File: src/rtl/trap_ret_pkg.sv
package trap_ret_pkg;

  typedef enum logic [1:0] {
    PRIV_U   = 2'd0,
    PRIV_S   = 2'd1,
    PRIV_RSV = 2'd2,
    PRIV_M   = 2'd3
  } priv_e;

  localparam int CAUSE_W = 5;
  localparam logic [CAUSE_W-1:0] CAUSE_MISALIGN = 5'd0;
  localparam logic [CAUSE_W-1:0] CAUSE_ILLEGAL  = 5'd2;
  localparam logic [CAUSE_W-1:0] CAUSE_VIRTINST = 5'd22;

  // Strobes from control to datapath
  typedef struct packed {
    logic               fire;
    logic               commit;
    logic               isMachine;
    logic               raise;
    logic [CAUSE_W-1:0] cause;
  } ret_strobe_t;

endpackage

File: src/rtl/trap_ret_ctrl.sv
module trap_ret_ctrl
  import trap_ret_pkg::*;
#(
  parameter bit HAS_HYP        = 1'b1,
  parameter bit HAS_COMPRESSED = 1'b0
) (
  input  logic        retValid,
  input  logic        retIsMachine,
  input  logic [1:0]  curPriv,
  input  logic        curVirt,
  input  logic [1:0]  mepcLow,
  input  logic [1:0]  sepcLow,
  input  logic        stTsr,
  input  logic        hsVtsr,
  output ret_strobe_t strobe
);

  logic [1:0] selLow;
  logic       alignFault;
  logic       raise;
  logic [CAUSE_W-1:0] cause;

  assign selLow = retIsMachine ? mepcLow : sepcLow;

  generate
    if (HAS_COMPRESSED) begin : g_rvc
      assign alignFault = 1'b0;
    end else begin : g_norvc
      assign alignFault = |selLow;
    end
  endgenerate

  // Ordered permission checks
  always_comb begin
    raise = 1'b0;
    cause = CAUSE_ILLEGAL;
    if (retIsMachine) begin
      if (curPriv != PRIV_M) begin
        raise = 1'b1;
        cause = CAUSE_ILLEGAL;
      end else if (alignFault) begin
        raise = 1'b1;
        cause = CAUSE_MISALIGN;
      end
    end else begin
      if (curPriv == PRIV_U || curPriv == PRIV_RSV) begin
        raise = 1'b1;
        cause = CAUSE_ILLEGAL;
      end else if (alignFault) begin
        raise = 1'b1;
        cause = CAUSE_MISALIGN;
      end else if (stTsr && curPriv != PRIV_M) begin
        raise = 1'b1;
        cause = CAUSE_ILLEGAL;
      end else if (HAS_HYP && curVirt && hsVtsr) begin
        raise = 1'b1;
        cause = CAUSE_VIRTINST;
      end
    end
  end

  always_comb begin
    strobe.fire      = retValid;
    strobe.isMachine = retIsMachine;
    strobe.raise     = retValid && raise;
    strobe.commit    = retValid && !raise;
    strobe.cause     = cause;
  end

endmodule

File: src/rtl/trap_ret_datapath.sv
module trap_ret_datapath
  import trap_ret_pkg::*;
#(
  parameter int XLEN     = 32,
  parameter bit HAS_HYP  = 1'b1,
  parameter bit HAS_USER = 1'b1
) (
  input  logic               clk,
  input  logic               rstN,
  input  ret_strobe_t        strobe,
  input  logic [1:0]         curPriv,
  input  logic               curVirt,
  input  logic [XLEN-1:0]    mepc,
  input  logic [XLEN-1:0]    sepc,
  input  logic               stMie,
  input  logic               stMpie,
  input  logic               stSie,
  input  logic               stSpie,
  input  logic               stSpp,
  input  logic [1:0]         stMpp,
  input  logic               stMpv,
  input  logic               stMprv,
  input  logic               hsSpv,
  output logic               respValid,
  output logic               excValid,
  output logic [CAUSE_W-1:0] excCause,
  output logic [1:0]         newPriv,
  output logic               newVirt,
  output logic [XLEN-1:0]    retPc,
  output logic               nxtMie,
  output logic               nxtMpie,
  output logic               nxtSie,
  output logic               nxtSpie,
  output logic               nxtSpp,
  output logic [1:0]         nxtMpp,
  output logic               nxtMpv,
  output logic               nxtMprv,
  output logic               nxtSpv
);

  localparam logic [1:0] MPP_AFTER = HAS_USER ? PRIV_U : PRIV_M;

  logic [1:0]      dPriv, dMpp;
  logic            dVirt, dMie, dMpie, dSie, dSpie, dSpp, dMpv, dMprv, dSpv;
  logic [XLEN-1:0] dPc;
  logic            mretVirt;

  generate
    if (HAS_HYP) begin : g_hyp
      assign mretVirt = stMpv && (stMpp != PRIV_M);
    end else begin : g_nohyp
      assign mretVirt = 1'b0;
    end
  endgenerate

  always_comb begin
    dPriv = curPriv;
    dVirt = curVirt;
    dPc   = '0;
    dMie  = stMie;
    dMpie = stMpie;
    dSie  = stSie;
    dSpie = stSpie;
    dSpp  = stSpp;
    dMpp  = stMpp;
    dMpv  = stMpv;
    dMprv = stMprv;
    dSpv  = hsSpv;
    if (strobe.commit) begin
      if (strobe.isMachine) begin
        dPriv = stMpp;
        dVirt = mretVirt;
        dMie  = stMpie;
        dMpie = 1'b1;
        dMpp  = MPP_AFTER;
        dMpv  = 1'b0;
        if (stMpp != PRIV_M) dMprv = 1'b0;
        dPc   = mepc;
      end else begin
        dPriv = {1'b0, stSpp};
        dSie  = stSpie;
        dSpie = 1'b1;
        dSpp  = 1'b0;
        dMprv = 1'b0;
        dPc   = sepc;
        if (!HAS_HYP) begin
          dVirt = 1'b0;
        end else if (!curVirt) begin
          dVirt = hsSpv;
          dSpv  = 1'b0;
        end
      end
    end
  end

  always_ff @(posedge clk) begin
    if (!rstN) begin
      respValid <= 1'b0;
      excValid  <= 1'b0;
      excCause  <= '0;
      newPriv   <= PRIV_M;
      newVirt   <= 1'b0;
      retPc     <= '0;
      nxtMie    <= 1'b0;
      nxtMpie   <= 1'b0;
      nxtSie    <= 1'b0;
      nxtSpie   <= 1'b0;
      nxtSpp    <= 1'b0;
      nxtMpp    <= 2'd0;
      nxtMpv    <= 1'b0;
      nxtMprv   <= 1'b0;
      nxtSpv    <= 1'b0;
    end else begin
      respValid <= strobe.fire;
      excValid  <= strobe.raise;
      excCause  <= strobe.raise ? strobe.cause : '0;
      newPriv   <= dPriv;
      newVirt   <= dVirt;
      retPc     <= dPc;
      nxtMie    <= dMie;
      nxtMpie   <= dMpie;
      nxtSie    <= dSie;
      nxtSpie   <= dSpie;
      nxtSpp    <= dSpp;
      nxtMpp    <= dMpp;
      nxtMpv    <= dMpv;
      nxtMprv   <= dMprv;
      nxtSpv    <= dSpv;
    end
  end

  // Checks
  assert_mret_needs_m_R8: assert property (@(posedge clk) disable iff (!rstN)
    (strobe.fire && strobe.isMachine && curPriv != PRIV_M)
      |=> (excValid && excCause == CAUSE_ILLEGAL));

  assert_sret_low_priv_R2: assert property (@(posedge clk) disable iff (!rstN)
    (strobe.fire && !strobe.isMachine && curPriv == PRIV_U)
      |=> (excValid && excCause == CAUSE_ILLEGAL));

  assert_exc_keeps_state_R12: assert property (@(posedge clk) disable iff (!rstN)
    (strobe.fire && strobe.raise)
      |=> (nxtMie == $past(stMie) && nxtSie == $past(stSie) &&
           nxtMprv == $past(stMprv) && newPriv == $past(curPriv) && retPc == '0));

  assert_mret_stack_R9: assert property (@(posedge clk) disable iff (!rstN)
    (strobe.commit && strobe.isMachine)
      |=> (nxtMpie && !nxtMpv && newPriv == $past(stMpp) && retPc == $past(mepc)));

  assert_sret_stack_R6: assert property (@(posedge clk) disable iff (!rstN)
    (strobe.commit && !strobe.isMachine)
      |=> (nxtSpie && !nxtSpp && !nxtMprv && retPc == $past(sepc)));

  assert_mprv_kept_R11: assert property (@(posedge clk) disable iff (!rstN)
    (strobe.commit && strobe.isMachine && stMpp == PRIV_M)
      |=> (nxtMprv == $past(stMprv) && !newVirt));

  assert_resp_pulse_R13: assert property (@(posedge clk) disable iff (!rstN)
    strobe.fire |=> respValid);

  assert_exc_only_on_resp_R13: assert property (@(posedge clk) disable iff (!rstN)
    excValid |-> respValid);

endmodule

File: src/rtl/trap_return_unit.sv
module trap_return_unit
  import trap_ret_pkg::*;
#(
  parameter int XLEN           = 32,
  parameter bit HAS_HYP        = 1'b1,
  parameter bit HAS_USER       = 1'b1,
  parameter bit HAS_COMPRESSED = 1'b0
) (
  input  logic               clk,
  input  logic               rstN,
  input  logic               retValid,
  input  logic               retIsMachine,
  input  logic [1:0]         curPriv,
  input  logic               curVirt,
  input  logic [XLEN-1:0]    mepc,
  input  logic [XLEN-1:0]    sepc,
  input  logic               stMie,
  input  logic               stMpie,
  input  logic               stSie,
  input  logic               stSpie,
  input  logic               stSpp,
  input  logic [1:0]         stMpp,
  input  logic               stMpv,
  input  logic               stMprv,
  input  logic               stTsr,
  input  logic               hsSpv,
  input  logic               hsVtsr,
  output logic               respValid,
  output logic               excValid,
  output logic [4:0]         excCause,
  output logic [1:0]         newPriv,
  output logic               newVirt,
  output logic [XLEN-1:0]    retPc,
  output logic               nxtMie,
  output logic               nxtMpie,
  output logic               nxtSie,
  output logic               nxtSpie,
  output logic               nxtSpp,
  output logic [1:0]         nxtMpp,
  output logic               nxtMpv,
  output logic               nxtMprv,
  output logic               nxtSpv
);

  ret_strobe_t strobe;

  trap_ret_ctrl #(
    .HAS_HYP(HAS_HYP),
    .HAS_COMPRESSED(HAS_COMPRESSED)
  ) u_ctrl (
    .retValid(retValid),
    .retIsMachine(retIsMachine),
    .curPriv(curPriv),
    .curVirt(curVirt),
    .mepcLow(mepc[1:0]),
    .sepcLow(sepc[1:0]),
    .stTsr(stTsr),
    .hsVtsr(hsVtsr),
    .strobe(strobe)
  );

  trap_ret_datapath #(
    .XLEN(XLEN),
    .HAS_HYP(HAS_HYP),
    .HAS_USER(HAS_USER)
  ) u_dp (
    .clk(clk),
    .rstN(rstN),
    .strobe(strobe),
    .curPriv(curPriv),
    .curVirt(curVirt),
    .mepc(mepc),
    .sepc(sepc),
    .stMie(stMie),
    .stMpie(stMpie),
    .stSie(stSie),
    .stSpie(stSpie),
    .stSpp(stSpp),
    .stMpp(stMpp),
    .stMpv(stMpv),
    .stMprv(stMprv),
    .hsSpv(hsSpv),
    .respValid(respValid),
    .excValid(excValid),
    .excCause(excCause),
    .newPriv(newPriv),
    .newVirt(newVirt),
    .retPc(retPc),
    .nxtMie(nxtMie),
    .nxtMpie(nxtMpie),
    .nxtSie(nxtSie),
    .nxtSpie(nxtSpie),
    .nxtSpp(nxtSpp),
    .nxtMpp(nxtMpp),
    .nxtMpv(nxtMpv),
    .nxtMprv(nxtMprv),
    .nxtSpv(nxtSpv)
  );

endmodule

File: config.mk
export PLATFORM = sky130hd
export DESIGN_NAME = trap_return_unit
export DESIGN_NICKNAME = d
export VERILOG_FILES = /design/src/rtl/trap_ret_pkg.sv /design/src/rtl/trap_ret_ctrl.sv /design/src/rtl/trap_ret_datapath.sv /design/src/rtl/trap_return_unit.sv
export SDC_FILE = /design/constraint.sdc
export NUM_CORES = 1
export LEC_CHECK = 0
export BUFFER_PORTS_ARGS = -buffer_cell sky130_fd_sc_hd__buf_2
export CORE_MARGIN = 5
export CORE_UTILIZATION = 41
export CTS_CLUSTER_SIZE = 25
export DETAILED_ROUTE_END_ITERATION = 8
export PLACE_DENSITY = 0.82
export SYNTH_ARGS = -nofsm -noshare
export SYNTH_HDL_FRONTEND = slang
export SYNTH_HIERARCHICAL = 1
export SYNTH_SLANG_ARGS = --single-unit
File: constraint.sdc
create_clock -name clk -period 1.4 [get_ports clk]
set_input_delay 0.07 -clock clk [delete_from_list [all_inputs] [get_ports clk]]
set_output_delay 0.07 -clock clk [all_outputs]
set_load 0.1 [all_outputs]
# After elaboration in Yosys (flattened, before gate mapping)
# Index checks and enable logic that the tools add are counted.
[op_classes]
n_eq_ne = 3
n_mux = 41
reduce_logical = 11
[op_table]
columns = ["op", "count"]
rows = [
  ["32-bit 2-to-1 mux", 1],
  ["5-bit 2-to-1 mux", 6],
  ["1-bit 2-to-1 mux", 28],
  ["2-bit 2-to-1 mux", 6],
  ["1-bit logical AND", 5],
  ["2-bit != test, second input constant", 2],
  ["2-bit AND reduction", 2],
  ["2-bit == test, second input constant", 1],
  ["2-bit logical NOT", 1],
  ["2-bit OR reduction", 1],
  ["1-bit logical NOT", 1],
  ["1-bit logical OR", 1],
]
[totals]
ff_bits = 52
in_bits = 83
output_inout_bits = 52
wordCells = 70

# Longest topological paths before layout
# Gate-level depths: netlist of the first run.
[depth]
depth_word = 9
mapped_depth = 7
mapped_depth_nobuf = 6

# By module
# Netlist of the first run, hierarchy kept.
[modules_own_cells]
columns = ["mod", "n_inst", "cells_per_inst", "area_each_um2"]
rows = [
  ["trap_ret_datapath", 1, 166, 1796.7],
  ["trap_ret_ctrl", 1, 20, 133.9],
]

# Worst setup path before layout of the first run
# OpenSTA, ideal clock, no wires.
[synth_timing]
kind = "input-to-reg"
from = "input retIsMachine"
to = "register u_dp.newPriv[0]"
t_arrival_ps = 1011
required_time_ps = 1272
slack_ps = 261
path_stages = 7
path_buffers = 1
path_cell_list = "nor3_2 > o2111ai_1 > nor2_1 > buf_4 > nand2_1 > a211oi_1 > a21oi_1"
[synth_rtl]
columns = ["element", "line_no", "text"]
rows = [
  ["start, declared", "trap_return_unit.sv:12", "input logic retIsMachine,"],
  ["end signal, assigned", "trap_ret_datapath.sv:117", "newPriv <= dPriv;"],
  ["end, declared", "trap_ret_datapath.sv:27", "output logic [1:0] newPriv,"],
]

==> results.yml, run 1 <==
outcome:
  outcome: "finished, final reports clean"
setup_path:
  worst_path_largest_cell_delay_ns: 0.31
  timing.critical_path.buf_inv: 1
  worst_path_dominant_cell_family: "simple AND/OR/NAND/NOR gates"
  cell_with_the_biggest_individual_delay_on_the_critical_path: "nor2_1"
  critical_path_rt_ns: 1.59
  worstPathCellList: "buf_2, nor3_2, o2111ai_1, nor2_1, nand2b_1, mux2i_1, nor2b_1"
  worst-endpoint-arrival_ns: 1.40
  setup.worst_path.start_class: "input pin"
  worstSetupPathType: "in2reg"
  end_kind: "flip-flop"
  critical_path.max_fanout: 6
placement:
  place_area_um2: 2580
  finalWeightedCongestion: 0.770
  buffer_ports.inserted: 134
  place.detailed.hpwl_um: 3860
clock_network:
  clockBufferDepth: 2
  tritoncts_clock_tree: "built"
  clock_tree.root_cell: "clkbuf_8"
  path_clk_slew_ns: 0.09
  cts_max_level: 2
  clkSinkCount: 52
  cts_buffers: 5
timing:
  unrepaired_setup_endpoints_after_global_routing: "no"
  max-slew-margin-rel_pct: 57.5
  final.hold.worst_slack_ns: 0.00722
  slew_viol_final: 0
  report.final.setup_viol: 0
  fin_crit_ns: 1.21
  max_clock_freq_mhz: 823
  number_of_endpoints_with_negative_hold_slack_in_the_final_report: 0
  layout_worst_path_cycle_share_pct: 86.7
  worst-slew-pin-transition_ns: 0.638
min_path:
  origin_of_the_worst_min_delay_path: "mepc[16]"
  min_path_cells: 3
  hold_path_end: "u_dp/retPc[16]"
  hold_path_class: "in2reg"
power_and_ir_drop:
  power.leakage_nw: 1.54
  power_per_cell_area_nw_per_um2: 1060
  vdd.ir_drop.worst_uv: 528
final_layout:
  layout_commonest_cell: "buf_2"
  multiInputGateArea_um2: 757
  most_used_cells_in_the_layout_excluding_fill_and_tap_cells: "buf_2, dfxtp_1, nor2_1"
  layout-area-overhead-vs-synth_pct: 45.3
  fill_cells: 415
  fraction_of_layout_instances_using_a_drive_strength_above_1_pct: 44.7
  final_cell_area_um2: 2810
  sequential_cell_area_um2: 1040
  fin_nets: 413
  antenna_diode_count: 0
global_route:
  gr-max-usage-layer: "met2"
  grt_remaining_overflow: 0
  grt_pass1_vias: 1744
  global_route_wire_length_before_repair_um: 7670
  total_global_routing_track_utilization_pct: 15.8
  grt_use_met3_pct: 4.70
  grtUsageMet1_pct: 16.4
  grt_start_max_net_pins: 43
  grt_antenna_before_repair: 0
  groute.layer.met2.usage_pct: 29.4
detailed_routing:
  dr_total_vias: 1761
  aggregate_routed_wire_length_um: 5070
  dr.first_iter.drc_count: 55
  detail_route.drc_violations: 0
  number_of_antenna_violating_nets_in_the_routed_design: 0
  viasPerCell: 4.57
  drtPass1Iterations: 4
  post_drt_wl_per_cell_um: 13.2
synth:
  yosysSeqAreaShare_pct: 53.9
  synth_area_leader_cell: "dfxtp_1"
  post_synth_xor_area_fraction_pct: 0
  synthSimpleGateAreaFrac_pct: 17.4
  synth-seq-cells: 52
  synth_cell_types: 29
  yosys.area.top_type_share_pct: 53.9
  synth_adder_area_share_pct: 0
  main_combinational_cell_family_by_area_after_synthesis: "simple AND/OR/NAND/NOR gates"
  synthesis.area_per_instance_um2: 10.4
  yosys-mux-area-fraction_pct: 17.1
  netlist_top_cells_area: "dfxtp_1, mux2i_1, nor2_1"
  synth_compound_gate_area_share_pct: 4.34
  yosys_warnings: 6
  mappedNetlistArea_um2: 1930
  syn_inst: 186
floorplan:
  die-area_um2: 6180
  floorplan.core_area_um2: 4660
  dieHeight_um: 78.6
  rows: 25
  num_io_pins: 135
  floorplan.die.width_um: 78.6
  start_util_pct: 41.4
flow_run:
  cap_viol_max_count: 0
repair_timing:
action | in CTS | in global routing
endpoints found under the hold margin | 10 | 1
gates resized for setup | 0 | 0
setup buffers | 0 | 0
setup endpoints to repair | 0 | 0
hold buffers | 12 | 1
state kept, by name, summed over array words and instances, names as in the netlist, 2 cells and up:
register and count:
u_dp/retPc 32, u_dp/excCause 5, u_dp/newPriv 2, u_dp/nxtMpp 2
layout make-up:
class                   instances  area share (%)
flip-flops and latches         52            37.1
repair buffers                152            29.9
inverters                       2           0.268
well taps                      54            2.41
multi-input cells             117            27.0
clock inverters                 1           0.268
clock buffers                   7            3.08
power by group:
part	switching (mW)	internal (mW)	total [mW]
logic	0.407	0.204	0.611
registers	0.00839	1.51	1.52
clock network	0.449	0.402	0.851
total	0.864	2.12	2.98
routing by layer:
layer / vias to the layer above / part of all wire [%]
met5: - / 0
met4: 0 / 1.2
met3: 5 / 8.2
met2: 69 / 55
met1: 790 / 36
li1: 897 / -
cells in the mapped netlist (all sizes together):
| cell | number |
|---|---|
| dfxtp | 52 |
| nor2 | 34 |
| mux2i | 33 |
| buf | 14 |
| and3 | 9 |
| nand2 | 6 |
| a21oi | 4 |
| nand3 | 4 |
| nor2b | 4 |
| nor3 | 4 |
| and2 | 3 |
| o21ai | 3 |
| a21boi | 2 |
| clkbuf | 2 |
| inv | 2 |
| nand2b | 2 |
| nand3b | 2 |
| a211oi | 1 |
| conb | 1 |
| nor3b | 1 |
| o2111ai | 1 |
| o211a | 1 |
| o21bai | 1 |
worst max-delay path by stage:
stage          cells after the start         endpoint    startpoint  slack (ns)
2_1_floorplan                      7  u_dp/newPriv[0]  retIsMachine        0.26
3_3_place_gp                       7     u_dp/newVirt  retIsMachine       0.004
3_5_place_dp                       7   u_dp/retPc[18]  retIsMachine       -0.11
4_1_cts                            7   u_dp/retPc[18]  retIsMachine        0.20
5_1_grt                            7   u_dp/retPc[18]  retIsMachine        0.05
6_report                           7      u_dp/nxtSie  retIsMachine        0.19
stage by stage:
step	setup WS (ns)	cells	setup TNS, ns	utilization (%)	total power, mW
floorplan	0.261	187	0	-	1.98
global placement	0.00387	364	0	55.4	2.13
detailed placement	-0.107	364	-2.97	55.4	2.14
CTS	0.202	384	0	60.0	3.01
global route	0.0517	385	0	60.2	3.14
finish	0.186	385	0	60.2	2.98
kinds of logic after synthesis:
| kind of cell | Yosys count |
|---|---|
| other | 1 |
| muxes | 33 |
| DFF | 52 |
| buffers and inverters | 18 |
| AOI/OAI and AO/OA | 13 |
| and+or+nand+nor | 69 |
(Power assumes the default switching activity.)
==> inputs of run 2 (changes only) <==
--- a/config.mk
+++ b/config.mk
@@ -5,6 +5,7 @@
 export SDC_FILE = /design/constraint.sdc
 export NUM_CORES = 1
 export LEC_CHECK = 0
+export ABC_AREA = 1
 export BUFFER_PORTS_ARGS = -buffer_cell sky130_fd_sc_hd__buf_2
 export CORE_MARGIN = 5
 export CORE_UTILIZATION = 41
==> results.yml, run 2 <==
floorplan:
  floorplan.core_area_um2: 4660
  die-area_um2: 6230
  floorplan.die.width_um: 78.9
  num_io_pins: 135
  rows: 25
  dieHeight_um: 78.9
  start_util_pct: 41.8
final_layout:
  fraction_of_layout_instances_using_a_drive_strength_above_1_pct: 40.6
  layout-area-overhead-vs-synth_pct: 41.0
  largest_register: "u_dp/retPc"
  fin_util_pct: 59.0
  fin_nets: 467
  largest_register_ff_count: 32
  multiInputGateArea_um2: 696
  most_used_cells_in_the_layout_excluding_fill_and_tap_cells: "buf_2, nand2_1, dfxtp_1"
  sequential_cell_area_um2: 1040
  layout_commonest_cell: "buf_2"
  reg_top3: "u_dp/retPc x32, u_dp/excCause x5"
  fill_cells: 422
  antenna_diode_count: 0
global_route:
  grt_start_max_net_pins: 33
  grt_antenna_before_repair: 0
  grtUsageMet1_pct: 18.7
  grt_remaining_overflow: 0
  grt_use_met3_pct: 6.69
  total_global_routing_track_utilization_pct: 17.5
  global_route_wire_length_before_repair_um: 8570
  gr-max-usage-layer: "met2"
  grt_pass1_vias: 1926
  groute.layer.met2.usage_pct: 32.0
power_and_ir_drop:
  vdd.ir_drop.worst_uv: 761
  power_per_cell_area_nw_per_um2: 1040
  power.leakage_nw: 1.52
  total_chip_power_mw: 2.87
clock_network:
  cts_max_level: 2
  clockBufferDepth: 2
  tritoncts_clock_tree: "built"
  clkSinkCount: 52
  clock_tree.root_cell: "clkbuf_8"
  path_clk_slew_ns: 0.09
  cts_setup_buffers: 0
  cts_buffers: 5
synth:
  yosys_most_used_dff: "dfxtp_1"
  post-synth-top-count-cell: "nand2_1"
  yosys.area.top_type_share_pct: 53.4
  yosys-mux-area-fraction_pct: 0
  post_synth_xor_area_fraction_pct: 0
  synth_compound_gate_area_share_pct: 11.0
  synth_commonest_cells: "nand2_1, dfxtp_1, a21oi_1, nor2_1, inv_1"
  mappedNetlistArea_um2: 1950
  synth-seq-cells: 52
  post_synth_edffs: 0
  netlist_top_cells_area: "dfxtp_1, nand2_1, a21oi_1"
  synth_cell_types: 20
  syn_inst: 249
  synthesis.area_per_instance_um2: 7.82
  yosys_warnings: 6
  yosysSeqAreaShare_pct: 53.4
  synth_adder_area_share_pct: 0
  synth_area_leader_cell: "dfxtp_1"
  synthSimpleGateAreaFrac_pct: 24.0
  synthArstFlopShare_pct: 0
  main_combinational_cell_family_by_area_after_synthesis: "simple AND/OR/NAND/NOR gates"
placement:
  place.detailed.hpwl_um: 4380
  finalWeightedCongestion: 0.846
  place_worst_setup_slack_ns: 0.0623
  buffer_ports.inserted: 134
setup_path:
  worst_path_largest_cell_delay_ns: 0.53
  worstPathCellList: "dlygate4sd3_1, buf_2, inv_1, nor2_4, inv_1, nor2_4, nand2_1, nand3_1, inv_1"
  setup.worst_path.start_class: "input pin"
  critical_path.max_fanout: 6
  worst_path_dominant_cell_family: "buffers and inverters"
  timing.critical_path.from: "retValid"
  end_kind: "flip-flop"
  worstSetupPathType: "in2reg"
  critical_path_rt_ns: 1.60
  crit_top_cell: "inv_1"
  timing.critical_path.buf_inv: 5
  cell_with_the_biggest_individual_delay_on_the_critical_path: "dlygate4sd3_1"
  worst-endpoint-arrival_ns: 1.40
timing:
  number_of_endpoints_with_negative_hold_slack_in_the_final_report: 0
  max-slew-margin-rel_pct: 64.9
  worst_path_setup_slack_after_routing_ns: 0.205
  fin_crit_ns: 1.19
  slew_viol_final: 0
  timing.setup.tns_ns: 0
  unrepaired_setup_endpoints_after_global_routing: "no"
  worst-slew-pin-transition_ns: 0.530
  report.final.setup_viol: 0
  layout_worst_path_cycle_share_pct: 85.3
  final.hold.worst_slack_ns: 0.0107
  max_clock_freq_mhz: 837
detailed_routing:
  aggregate_routed_wire_length_um: 5540
  detail_route.drc_violations: 0
  drtPass1Iterations: 4
  number_of_antenna_violating_nets_in_the_routed_design: 0
  post_drt_wl_per_cell_um: 12.6
  dr_total_vias: 2015
  viasPerCell: 4.60
  dr.first_iter.drc_count: 84
outcome:
  outcome: "finished, final reports clean"
min_path:
  origin_of_the_worst_min_delay_path: "stSpp"
  hold_path_class: "in2reg"
flow_run:
  cap_viol_max_count: 0
## run 2: layout make-up
cell class              instances  share of cell area, %
clock buffers                   6                   2.64
clock inverters                 1                  0.182
inverters                      24                   3.28
multi-input cells             158                   25.3
flip-flops and latches         52                   37.9
well taps                      54                   2.46
repair buffers                143                   28.2
## run 2: timing repair
| action | 4_1_cts | 5_1_grt |
|---|---|---|
| resized for setup | 0 | 1 |
| hold endpoints to repair | 5 | 0 |
| hold buffers | 5 | 0 |
| setup endpoints to repair | 0 | 1 |
## run 2: cells by family (layout without fill, tap and decap cells)
kind of cell,count (synthesis),count (layout)
simple gates,115,115
flops,52,52
compound gates,41,41
buf+inv,40,174
other cells,1,2
## run 2: where the power goes
| group | internal, mW | switching (mW) | leakage, nW | total [mW] |
|---|---|---|---|---|
| sequential | 1.51 | 0.00752 | 0.424 | 1.52 |
| combinational | 0.165 | 0.407 | 1.05 | 0.572 |
| clock | 0.341 | 0.440 | 0.0410 | 0.780 |
## run 2: worst paths after layout
path / end / slack (ns) / cells past startpoint
worst min-delay path: u_dp/nxtSpp / 0.01 / 3
worst max-delay path: u_dp/nxtSpv / 0.21 / 9
## run 2: per-layer routing
layer  wire, µm  part of all wire (%)
met1       2080                    38
met5          0                     0
met4         76                   1.4
met2       2760                    50
met3        622                    11
## run 2: metrics by stage
| stage | instances | instance area, µm² |
|---|---|---|
| after floorplan | 250 | 1950 |
| after global placement | 426 | 2620 |
| after detailed placement | 426 | 2620 |
| after CTS | 438 | 2740 |
| after global routing | 438 | 2750 |
| final | 438 | 2750 |
